$ cat config.mk
export PLATFORM = sky130hd
export DESIGN_NAME = cp_resp_seq
export DESIGN_NICKNAME = d
export VERILOG_FILES = /design/src/rtl/cp_resp_seq.sv
export SDC_FILE = /design/constraint.sdc
export NUM_CORES = 1
export LEC_CHECK = 0
export ABC_AREA = 1
export BUFFER_PORTS_ARGS = -buffer_cell sky130_fd_sc_hd__buf_2
export CAP_MARGIN = 25
export CORE_UTILIZATION = 42
export DETAILED_ROUTE_END_ITERATION = 10
export PLACE_DENSITY_LB_ADDON = 0.05
export REMOVE_ABC_BUFFERS = 1
export SLEW_MARGIN = 40
export SYNTH_ARGS = -nofsm -noshare
export SYNTH_HDL_FRONTEND = slang
export SYNTH_SLANG_ARGS = --single-unit
$ cat constraint.sdc
create_clock -name clk -period 2.41 [get_ports clk]
set_clock_uncertainty 0.15 [all_clocks]
set_input_delay 0.1205 -clock clk [delete_from_list [all_inputs] [get_ports clk]]
set_output_delay 0.1205 -clock clk [all_outputs]
set_load 0.05 [all_outputs]
$ cat src/rtl/cp_resp_seq.sv
module cp_resp_seq #(
  parameter int AW        = 32,
  parameter int MAX_CHAIN = 8
) (
  input  logic          clk,
  input  logic          rst_n,
  input  logic          start,
  input  logic [AW-1:0] start_addr,
  output logic          busy,
  output logic          bus_req,
  output logic          bus_we,
  output logic          bus_sel,
  output logic [AW-1:0] bus_wdata,
  input  logic          bus_ack,
  input  logic [15:0]   bus_rdata,
  output logic          svc_valid,
  output logic [4:0]    svc_func,
  output logic [7:0]    svc_param,
  output logic          svc_dir,
  output logic          done,
  output logic          trap_valid,
  output logic          trap_kind
);
  localparam int CW = $clog2(MAX_CHAIN + 1);
  localparam logic [CW-1:0] CMAX = CW'(MAX_CHAIN);
  localparam logic [4:0] FN_NULL = 5'd0;
  localparam logic [4:0] FN_XFER = 5'd1;
  localparam logic [4:0] FN_TRAP = 5'd2;

  typedef enum logic [1:0] {S_IDLE, S_READ, S_PASS, S_ACT} st_t;

  st_t           st;
  logic [15:0]   prim;
  logic [AW-1:0] addr;
  logic [CW-1:0] cnt;

  wire       ca      = prim[15];
  wire [4:0] fn      = prim[12:8];
  wire       is_trap = (fn == FN_TRAP);
  wire       defd    = (fn == FN_NULL) || (fn == FN_XFER) || is_trap;
  wire       act     = (st == S_ACT);
  wire       keep_on = defd && !is_trap && ca;
  wire       over    = keep_on && (cnt == CMAX);

  assign busy       = (st != S_IDLE);
  assign bus_req    = (st == S_READ) || (st == S_PASS);
  assign bus_we     = (st == S_PASS);
  assign bus_sel    = (st == S_PASS);
  assign bus_wdata  = addr;
  assign svc_valid  = act && (fn == FN_XFER);
  assign svc_func   = fn;
  assign svc_param  = prim[7:0];
  assign svc_dir    = prim[13];
  assign done       = act && defd && !is_trap && !ca;
  assign trap_valid = act && (!defd || is_trap || over);
  assign trap_kind  = !(defd && is_trap);

  always_ff @(posedge clk) begin
    if (!rst_n) begin
      st   <= S_IDLE;
      prim <= '0;
      addr <= '0;
      cnt  <= '0;
    end else begin
      unique case (st)
        S_IDLE: if (start) begin
          addr <= start_addr;
          cnt  <= '0;
          st   <= S_READ;
        end
        S_READ: if (bus_ack) begin
          prim <= bus_rdata;
          cnt  <= cnt + 1'b1;
          st   <= bus_rdata[14] ? S_PASS : S_ACT;
        end
        S_PASS: if (bus_ack) st <= S_ACT;
        S_ACT:  st <= (keep_on && !over) ? S_READ : S_IDLE;
        default: st <= S_IDLE;
      endcase
    end
  end
endmodule

Yosys cells after proc, flatten, opt, wreduce, memory -nomap -nowiden --
Index checks and enable logic that the tools add are counted.
Cells by class: add/sub/neg operators 1, equality and inequality tests 9, muxes and demuxes 9, reduce and logical (&&, ||, !) cells 28
Operators by type and width (count):
- logical AND 1 bit | 10
- two-way mux 4 bit | 2
- one-hot mux 2 bit (4 select lines) | 1
- one-hot mux 4 bit (2 select lines) | 1
- two-way mux 2 bit | 3
- AND reduction 3 bit | 2
- == test 5 x 1 -> 1 bit (second input constant) | 1
- == test 5 x 2 -> 1 bit (second input constant) | 1
- zero test 1 bit | 5
- zero test 5 bit | 1
- logical OR 1 bit | 5
- adder 4 x 1 -> 4 bit (second input constant) | 1
- == test 2 bit (second input constant) | 2
- == test 4 bit (second input constant) | 1
- != test 2 bit (second input constant) | 2
- AND reduction 2 bit | 2
- nonzero test 2 bit | 2
- == test 2 x 1 -> 1 bit (second input constant) | 1
- zero test 2 bit | 1
- two-way mux 1 bit | 2
- != test 2 x 1 -> 1 bit (second input constant) | 1
Storage, ports and cells: bits in registers 54, input port bits 52, output and inout bits 54, logic and storage cells 51

Logic depth before layout (Yosys ltp) --
Gate-level depths: netlist of run 1.
depth in word-level cells 10, gate-level depth with buffers 9, depth with buffers taken out 9

Worst setup path before layout of run 1 --
Ideal clock, no wire load.
path kind reg2out, start point register cnt[0], end point output port trap_valid, data arrival time 1421 ps, data required time 2139 ps, setup slack 718 ps, stages on the path, launching flop included 5, path buffers 0, path through dfxtp_1 -> inv_1 -> ha_1 -> nand4_1 -> a31oi_1
On the way: longest elaborated chain between the ends 4
RTL lines:
- start, declared | line 35 | logic [CW-1:0] cnt;
- start signal, assigned | line 73 | cnt <= cnt + 1'b1;
- == test 4 bit | line 43 | wire over = keep_on && (cnt == CMAX);
- logical AND 1 bit | line 43
- logical OR 1 bit | line 55 | assign trap_valid = act && (!defd || is_trap || over);
- logical AND 1 bit | line 55
- end, declared | line 21 | output logic trap_valid,
Every way passes these cells.

Worst setup path after layout of run 1 --
start point register st[0], end point register addr[6], in the netlist bus_wdata[6]
On the way: longest elaborated chain between the ends 2
RTL lines:
- start, declared | line 32 | st_t st;
- start signal, assigned | line 74 | st <= bus_rdata[14] ? S_PASS : S_ACT;
- start signal, assigned | line 77 | S_ACT: st <= (keep_on && !over) ? S_READ : S_IDLE;
- zero test 2 bit | line 65 | unique case (st)
- AND reduction 2 bit (no line)
- end signal, assigned | line 67 | addr <= start_addr;
- end, declared | line 34 | logic [AW-1:0] addr;
Every way passes these cells. A chain may end at the register's enable or synchronous reset.

==> reports/qor.csv, run 1 <==
stage,metric,value,unit
synthesis,syn_inst,294,
synthesis,synth_top_family_by_area,simple AND/OR/NAND/NOR gates,
cells_and_area,syn_to_final_growth,45.81,%
floorplan,die_w,74.80,um
pwr,seqPwrFrac,31.4,%
global_route,grt_max_degree,32,
drt,vias_per_cell,4.542,
critical_path,cp-end-kind,register,
sta,setup_viol,0,
critical_path,path_cells,inv_1 > ha_1 > nand2_2 > inv_2 > buf_4 > nor2_1 > nor2_1,
synthesis,muxShareOfSynthArea,0,%
drt,routed_wl,5731,um
placement,pre_cts_slack,0.6250,ns
critical_path,cp_num_buf_inv,3,
pwr,total_power,4.039,mW
pwr,netSwitchingFraction,52.36,%
sta,setup_tns,0,ns
pwr,p_clk_share,13.0,%
clock_network,htree_num_levels,2,
sta,rsz0062_at_grt,no,
pwr,p_switching,2.115,mW
clock_network,path_clk_slew,0.10,ns
pwr,pwr-share-comb,55.6,%
synthesis,ys_warn_count,0,
synthesis,syn_area_per_cell,7.571,um^2
status,status,"finished, final reports clean",
global_route,grt_util_all_layers,21.19,%
drt,antenna_left,0,
clock_network,root_buffer,clkbuf_8,
drt,vias,2271,
clock_network,cts_resized,0,
critical_path,crit_family,buffers and inverters,
global_route,grt_pass1_vias,2174,
cells_and_area,final_cell_mix,"buf_2 (105), nor2_1 (102), dfxtp_1 (53), dlygate4sd3_1 (47), o21ai_0 (45)",
sta,fmax,549.4,MHz
floorplan,fp.coreArea,5107,um^2
clock_network,cts_buffer_depth,2,
floorplan,fp.dieArea,5595,um^2
synthesis,synth-xor-area-share,0,%
global_route,grt_pass1_wl,9032,um
cells_and_area,finish.net_count,488,
job,max_cap_viol_count,0,
critical_path,cp.required,2.50,ns
clock_network,cts.sinks,53,
critical_path,slowest_stage,dfxtp_1,
synthesis,synth_top_area_cell,dfxtp_1,
sta,drv_slew,0,
floorplan,num_rows,26,
min_path,hold_class,primary input to register,
synthesis,yosysTopAreaCellShare,47.67,%
critical_path,cpMostUsedCell,nor2_1,
cells_and_area,final_area,3246,um^2
critical_path,crit_type,register to register,
pwr,power_density,1244,nW/um^2
floorplan,initial_core_util,43.58,%
cells_and_area,insertedDiodeCount,0,
floorplan,io-pin-count,106,
synthesis,synth.area.top_cells,"dfxtp_1 (48%), nor2_1 (17%), o21ai_0 (10%)",
synthesis,synth-simple-area-share,24.45,%
placement,place_congestion,0.7502,
critical_path,cpPeakStageDelay,0.34,ns
clock_network,postCtsHoldBufs,47,
clock_network,cts_tree,done,
drt,first_pass_iters,4,
synthesis,ys_seq_elements,53,
clock_network,clk_latency,0.30,ns
critical_path,arrival,1.91,ns
sta,finalCritPeriodShare,75.53,%
global_route,antenna_found_initial,0,
placement,io_buffers,105,
cells_and_area,final-seq-area,1061,um^2
sta,setup_slack,0.5897,ns
cells_and_area,multi_input_area,910.9,um^2
drt,drtIter0Drc,49,
cells_and_area,final_common_cell,buf_2,
synthesis,synth_area,2226,um^2
clock_network,numCtsBuffers,5,
sta,max-slew-margin-rel,74.77,%
synthesis,seq_area_frac_synth,47.67,%
sta,period_needed,1.820,ns
cells_and_area,fillers,481,
synthesis,synthAdderAreaFrac,3.935,%
clock_network,cts_post_setup_buffers_inserted,0,
synthesis,yosys.cell_types.count,21,
synthesis,synth_compound_area_share,12.54,%
cells_and_area,drive_above_1_share,28.84,%
pwr,internal_power,1.924,mW
drt,wl_per_cell,11.46,um
pwr,power_leakage,1.588,nW
drt,drc_errors,0,
floorplan,die_y,74.80,um
critical_path,cp-start-kind,register,
sta,tightest_slew,0.3785,ns
critical_path,crit_fanout,31,
global_route,grt_overflow,0,
pwr,vdd_drop_max,0.5883,mV
placement,place_area,2679,um^2
sta,final_hold_viol_count,0,
placement,dpl.hpwl,3510,um
==> final timing paths <==
| kind | from | end | slack [ns] | cells after the start |
|---|---|---|---|---|
| setup / recovery | st[0]$_SDFFE_PN0P_ | bus_wdata[6]$_SDFFE_PN0P_ | 0.59 | 7 |
| hold / removal | rst_n | bus_wdata[11]$_SDFFE_PN0P_ | 0.1 | 3 |
| setup reg to reg | st[0]$_SDFFE_PN0P_ | bus_wdata[6]$_SDFFE_PN0P_ | 0.59 | 7 |
| hold reg to reg | prim[3]$_SDFFE_PN0P_ | prim[3]$_SDFFE_PN0P_ | 0.33 | 2 |
==> logic make-up after synthesis <==
group / count (synthesis)
and+or+nand+nor: 133
AOI/OAI and AO/OA: 55
DFF: 53
buffers and inverters: 46
adders and majority gates: 7
==> cell usage after synthesis, drive strengths merged <==
cell type  number
nand3           6
a21oi           6
nand4           6
clkbuf          6
o21ai          47
nor2          102
ha              7
a31oi           1
nand2          19
o21bai          1
dfxtp          53
inv            19
buf            21
==> final cells by class <==
type                       instances  share of cell area, %
inverter                          19                  2.197
timing repair buffer             155                  31.38
multi-input combinational        195                  28.06
tap                               70                  2.699
clock inverter                     2                 0.4241
clock buffer                       6                  2.544
sequential                        53                  32.69
==> state kept, by name (all words and copies together) (netlist names) <==
name       cells
prim          15
st             2
cnt            4
bus_wdata     32
==> worst reg2reg max path: stages (launching register included) <==
cell,delay [ns]
dfxtp_1,0.34
inv_1,0.12
ha_1,0.26
nand2_2,0.21
inv_2,0.12
buf_4,0.32
nor2_1,0.10
nor2_1,0.14
==> per-stage QoR <==
stage	hold slack, ns	cells	utilization [%]
4_1_cts	0.09408	500	63.55
6_report	0.09670	500	63.55
2_1_floorplan	0.09635	267	-
3_5_place_dp	0.2141	445	52.45
3_3_place_gp	0.2162	445	52.45
5_1_grt	0.1127	500	63.55
==> routing by layer <==
layer  vias to the layer above  GRT usage, %  wire (um)
li1                       1184             -          -
met1                       999         22.85       2459
met2                        80         39.54       2850
met3                         8         6.024        350
met4                         0         7.128         72
met5                         -             0          0
==> power by group through the flow <==
stage	Clock (mW)	Combinational, mW	Sequential [mW]
after detailed placement	0	2.19	1.28
after global routing	0.576	2.44	1.30
final	0.526	2.24	1.27
after global placement	0	2.18	1.28
after floorplan	0	0.913	2.05
after CTS	0.545	2.25	1.27
No activity file was read; power rests on OpenSTA's default activity.
==> run 2: changes to the inputs <==
--- a/config.mk
+++ b/config.mk
@@ -5,7 +5,7 @@
 export SDC_FILE = /design/constraint.sdc
 export NUM_CORES = 1
 export LEC_CHECK = 0
-export ABC_AREA = 1
+export ABC_AREA = 0
 export BUFFER_PORTS_ARGS = -buffer_cell sky130_fd_sc_hd__buf_2
 export CAP_MARGIN = 25
 export CORE_UTILIZATION = 42
==> constraint.sdc (replaced) <==
create_clock -name clk -period 1.7 [get_ports clk]
set_clock_uncertainty 0.15 [all_clocks]
set_input_delay 0.085 -clock clk [delete_from_list [all_inputs] [get_ports clk]]
set_output_delay 0.085 -clock clk [all_outputs]
set_load 0.05 [all_outputs]
==> reports/qor.csv, run 2 <==
stage,metric,value,unit
floorplan,fp.dieArea,5515,um^2
synthesis,synth_edf_count,0,
drt,first_pass_iters,4,
critical_path,cp-end-kind,output port,
global_route,grt_max_degree,33,
clock_network,cts_tree,done,
synthesis,syn_inst,279,
clock_network,cts_buffer_depth,2,
clock_network,numCtsBuffers,5,
critical_path,crit_type,register to output port,
global_route,grt_overflow,0,
synthesis,ys_seq_elements,53,
global_route,met2_usage,39.90,%
sta,final_hold_viol_count,0,
drt,vias_per_cell,4.714,
placement,dpl.hpwl,3474,um
clock_network,root_buffer,clkbuf_8,
critical_path,cp.required,1.46,ns
sta,tightest_slew,0.3232,ns
drt,vias,2310,
cells_and_area,final_common_cell,buf_2,
drt,drc_errors,0,
synthesis,yosys.cell_types.count,32,
drt,drtIter0Drc,88,
synthesis,synth_top_area_cell,dfxtp_1,
floorplan,initial_core_util,44.95,%
synthesis,yosys_most_used_dff,dfxtp_1,
synthesis,seq_area_frac_synth,48.37,%
synthesis,synth.area.top_cells,"dfxtp_1 (48%), nand2_1 (17%), a21oi_1 (12%)",
pwr,vdd_drop_max,0.8115,mV
sta,setup_slack,0.04091,ns
floorplan,fp.coreArea,4880,um^2
min_path,hold_class,primary input to register,
critical_path,cp-start-kind,register,
sta,drv_slew,0,
drt,wl_per_cell,11.89,um
cells_and_area,drive_above_1_share,32.86,%
clock_network,clk_latency,0.29,ns
drt,antenna_left,0,
sta,period_needed,1.659,ns
synthesis,yosysTopAreaCellShare,48.37,%
sta,setup_viol,0,
cells_and_area,final-seq-area,1071,um^2
cells_and_area,insertedDiodeCount,0,
cells_and_area,final_util,70.33,%
cells_and_area,fillers,403,
critical_path,crit_fanout,4,
clock_network,cts.sinks,53,
cells_and_area,final_cell_mix,"buf_2 (102), nand2_1 (98), a21oi_1 (53), dfxtp_1 (49), dlygate4sd3_1 (49)",
clock_network,path_clk_slew,0.09,ns
cells_and_area,syn_to_final_growth,56.47,%
global_route,use_met1,25.02,%
placement,io_buffers,105,
floorplan,die_w,74.27,um
pwr,power_leakage,1.556,nW
synthesis,ys_async_sr_fraction,0,%
drt,routed_wl,5824,um
global_route,grt_pass1_wl,9142,um
global_route,busiest_layer,met2,
status,status,"finished, final reports clean",
synthesis,syn_area_per_cell,7.861,um^2
synthesis,synth_area,2193,um^2
floorplan,num_rows,25,
critical_path,arrival,1.42,ns
floorplan,io-pin-count,106,
cells_and_area,largest_reg_flops,32,
cells_and_area,final_area,3432,um^2
synthesis,ys_top_cells_by_count,"nand2_1 (98), a21oi_1 (53), dfxtp_1 (53)",
sta,finalCritPeriodShare,97.59,%
sta,fmax,602.7,MHz
cells_and_area,multi_input_area,968.4,um^2
placement,place_area,2745,um^2
floorplan,die_y,74.27,um
placement,place_congestion,0.8231,
global_route,antenna_found_initial,0,
placement,pre_cts_slack,0.003066,ns
global_route,grt_pass1_vias,2060,
cells_and_area,finish.net_count,481,
job,max_cap_viol_count,0,
sta,max-slew-margin-rel,78.23,%
global_route,use_met3,4.607,%
synthesis,yosysMostFrequentCell,nand2_1,
global_route,grt_util_all_layers,21.43,%
sta,rsz0062_at_grt,yes,
clock_network,htree_num_levels,2,
synthesis,ys_warn_count,0,
pwr,power_density,1508,nW/um^2
-- run 2: cell count changes in the layout (fill, tap and decap cells not counted), sizes merged, moves of 2 or more --
cell / previous run / this run
and2: 0 / 2
inv: 19 / 7
nand2: 19 / 98
nor2: 102 / 2
or4: 0 / 2
o31ai: 0 / 2
buf: 108 / 117
dlygate4sd3: 47 / 49
nand4: 6 / 2
nand3: 6 / 2
o21ai: 47 / 4
a21oi: 6 / 53
-- run 2: worst paths after layout --
kind | cells after the start | endpoint | slack, ns | start
hold / removal | 4 | st[1]$_SDFFE_PN0P_ | 0.16 | start
setup / recovery | 5 | done | 0.04 | prim[12]$_SDFFE_PN0P_
hold reg to reg | 2 | bus_wdata[26]$_SDFFE_PN0P_ | 0.30 | bus_wdata[26]$_SDFFE_PN0P_
setup reg to reg | 6 | cnt[3]$_SDFFE_PN0P_ | 0.07 | st[0]$_SDFFE_PN0P_
-- run 2: final cells by class --
type	instances	area share, %
multi-input combinational	188	28.22
clock inverter	1	0.8750
tap	67	2.443
clock buffer	7	2.515
timing repair buffer	166	33.87
sequential	53	31.21
inverter	8	0.8750
-- run 2: logic make-up after synthesis --
| kind of cell | share of synthesized area [%] |
|---|---|
| AO/OA/AOI/OAI | 15.97 |
| flip-flops | 48.37 |
| AND/OR/NAND/NOR | 21.56 |
| adder cells (fa/ha/maj) | 3.993 |
| buffers and inverters | 9.470 |
| multiplexers | 0.6273 |
-- run 2: per-layer routing --
metal	up-vias	share of wire, %
met5	-	0
met4	0	0.72
met3	5	5.9
met2	75	49
met1	1049	44
li1	1181	-
-- run 2: what timing repair did --
action                                  in CTS  in global routing
resized for setup                            4                 20
hold buffers                                49                  0
pin swaps                                    0                  2
endpoints found under the setup margin       5                  6
buffers inserted                             0                  1
endpoints found under the hold margin       53                  0
-- run 2: stage by stage --
step	hold WS, ns	total power, mW	std cells	setup TNS, ns
floorplan	0.07097	3.351	249	-2.846
global placement	0.1744	4.112	432	0
detailed placement	0.1811	4.122	432	0
CTS	0.1302	5.102	489	0
global route	0.1864	5.500	490	-0.01975
finish	0.1572	5.174	490	0
-- run 2: where the power goes --
part / internal, mW / leakage, nW / switching (mW)
logic: 0.868 / 1.06 / 1.81
clock network: 0.480 / 0.0585 / 0.390
registers: 1.48 / 0.435 / 0.140
-- run 2: worst max-delay path: stages (launching register included) --
cell and delay (ns):
dfxtp_2 0.36, nor4_4 0.26, buf_4 0.16, nand2_1 0.06
nor2_2 0.12, buf_6 0.16
==> run 3: changes to the inputs <==
--- a/config.mk
+++ b/config.mk
@@ -5,13 +5,14 @@
 export SDC_FILE = /design/constraint.sdc
 export NUM_CORES = 1
 export LEC_CHECK = 0
-export ABC_AREA = 0
+export ABC_AREA = 1
 export BUFFER_PORTS_ARGS = -buffer_cell sky130_fd_sc_hd__buf_2
 export CAP_MARGIN = 25
 export CORE_UTILIZATION = 42
 export DETAILED_ROUTE_END_ITERATION = 10
 export PLACE_DENSITY_LB_ADDON = 0.05
 export REMOVE_ABC_BUFFERS = 1
+export SKIP_LAST_GASP = 1
 export SLEW_MARGIN = 40
 export SYNTH_ARGS = -nofsm -noshare
 export SYNTH_HDL_FRONTEND = slang
==> reports/qor.csv, run 3 (synthesis gave the netlist of run 1 again) <==
stage,metric,value,unit
critical_path,crit_type,register to output port,
global_route,busiest_layer,met2,
sta,final_hold_viol_count,0,
floorplan,initial_core_util,43.58,%
sta,tightest_slew,0.2816,ns
sta,hold_slack,0.06367,ns
drt,drtIter0Drc,59,
placement,io_buffers,105,
cells_and_area,largest_reg_flops,32,
clock_network,numCtsBuffers,5,
drt,drc_errors,0,
drt,first_pass_iters,4,
sta,setup_slack,0.08522,ns
critical_path,cp.required,1.46,ns
global_route,grt_pass1_vias,1996,
clock_network,path_clk_slew,0.09,ns
floorplan,fp.dieArea,5595,um^2
global_route,use_met1,24.46,%
critical_path,r2r-start,st[0]$_SDFFE_PN0P_,
sta,fmax,619.3,MHz
global_route,grt_overflow,0,
sta,setup_viol,0,
job,max_cap_viol_count,0,
clock_network,cts_tree,done,
floorplan,die_y,74.80,um
floorplan,num_rows,26,
global_route,grt_util_all_layers,20.46,%
global_route,grt_max_degree,37,
drt,routed_wl,5567,um
pwr,total_power,5.755,mW
floorplan,io-pin-count,106,
sta,drv_slew,0,
critical_path,cp-startpoint,st[0]$_SDFFE_PN0P_,
placement,dp.cells,446,
floorplan,die_w,74.80,um
sta,setup_tns,0,ns
placement,dpl.hpwl,3473,um
drt,vias_per_cell,4.466,
critical_path,cp-end-kind,output port,
placement,place_congestion,0.7507,
critical_path,crit_fanout,4,
pwr,power_leakage,1.594,nW
global_route,antenna_found_initial,0,
pwr,power_density,1741,nW/um^2
critical_path,cp-start-kind,register,
clock_network,cts_buffer_depth,2,
cells_and_area,drive_above_1_share,30.09,%
critical_path,arrival,1.38,ns
floorplan,fp.coreArea,5107,um^2
global_route,use_met3,5.756,%
clock_network,cts_post_setup_buffers_inserted,0,
min_path,hp-start,bus_rdata[14],
clock_network,clk_latency,0.30,ns
cells_and_area,final_cells,502,
cells_and_area,final_common_cell,nor2_1,
min_path,hold_class,primary input to register,
status,status,"finished, final reports clean",
clock_network,cts.sinks,53,
global_route,grt_pass1_wl,8735,um
sta,max-slew-margin-rel,81.23,%
clock_network,root_buffer,clkbuf_8,
placement,pre_cts_slack,0.1534,ns
sta,finalCritPeriodShare,94.99,%
clock_network,htree_num_levels,2,
cells_and_area,finish.net_count,490,
pwr,vdd_drop_max,0.8791,mV
drt,wl_per_cell,11.09,um
drt,antenna_left,0,
sta,rsz0062_at_grt,yes,
cells_and_area,final_cell_mix,"nor2_1 (102), buf_2 (101), dfxtp_1 (51), dlygate4sd3_1 (48), o21ai_0 (45)",
sta,period_needed,1.615,ns
cells_and_area,insertedDiodeCount,0,
drt,vias,2242,
cells_and_area,syn_to_final_growth,48.51,%
cells_and_area,fillers,488,
global_route,met2_usage,35.64,%
==> run 3: report_power, final <==
part	switching (mW)	internal, mW	total [mW]
Sequential	0.195	1.60	1.80
Combinational	2.39	0.870	3.26
Clock	0.404	0.292	0.696
==> run 3: layout make-up <==
class                      count  area (um^2)  share of cell area [%]
inverter                      19        71.32                   2.157
multi-input combinational    195        928.4                   28.08
clock buffer                   7        76.32                   2.309
sequential                    53         1064                   32.17
timing repair buffer         157         1071                   32.40
clock inverter                 1        7.507                  0.2271
tap                           70        87.58                   2.650
==> run 3: worst paths after layout <==
check	end	slack (ns)	cells after the start
max	bus_req	0.09	3
min	st[0]$_SDFFE_PN0P_	0.06	6
max reg2reg	bus_wdata[24]$_SDFFE_PN0P_	0.17	7
min reg2reg	bus_wdata[4]$_SDFFE_PN0P_	0.33	2
==> run 3: timing repair <==
action / in CTS / in global routing
setup endpoints to repair: 0 / 6
resized for setup: 0 / 14
hold buffers: 48 / 0
hold endpoints to repair: 48 / 0
==> run 3: through the flow <==
step | utilization [%] | area, um^2
after CTS | 64.14 | 3276
after floorplan | - | 2043
after global routing | 64.72 | 3306
after global placement | 53.09 | 2711
after detailed placement | 53.09 | 2711
final | 64.72 | 3306
==> run 3: metal layers <==
metal	wire length, um	vias up
met4	67	0
met3	341	5
met1	2572	967
li1	-	1190
met5	0	-
met2	2586	80
==> run 3: worst max-delay path, stage by stage, from the launching register on <==
cell and delay [ns]:
dfxtp_1 0.38, inv_1 0.11, ha_2 0.33, buf_2 0.26
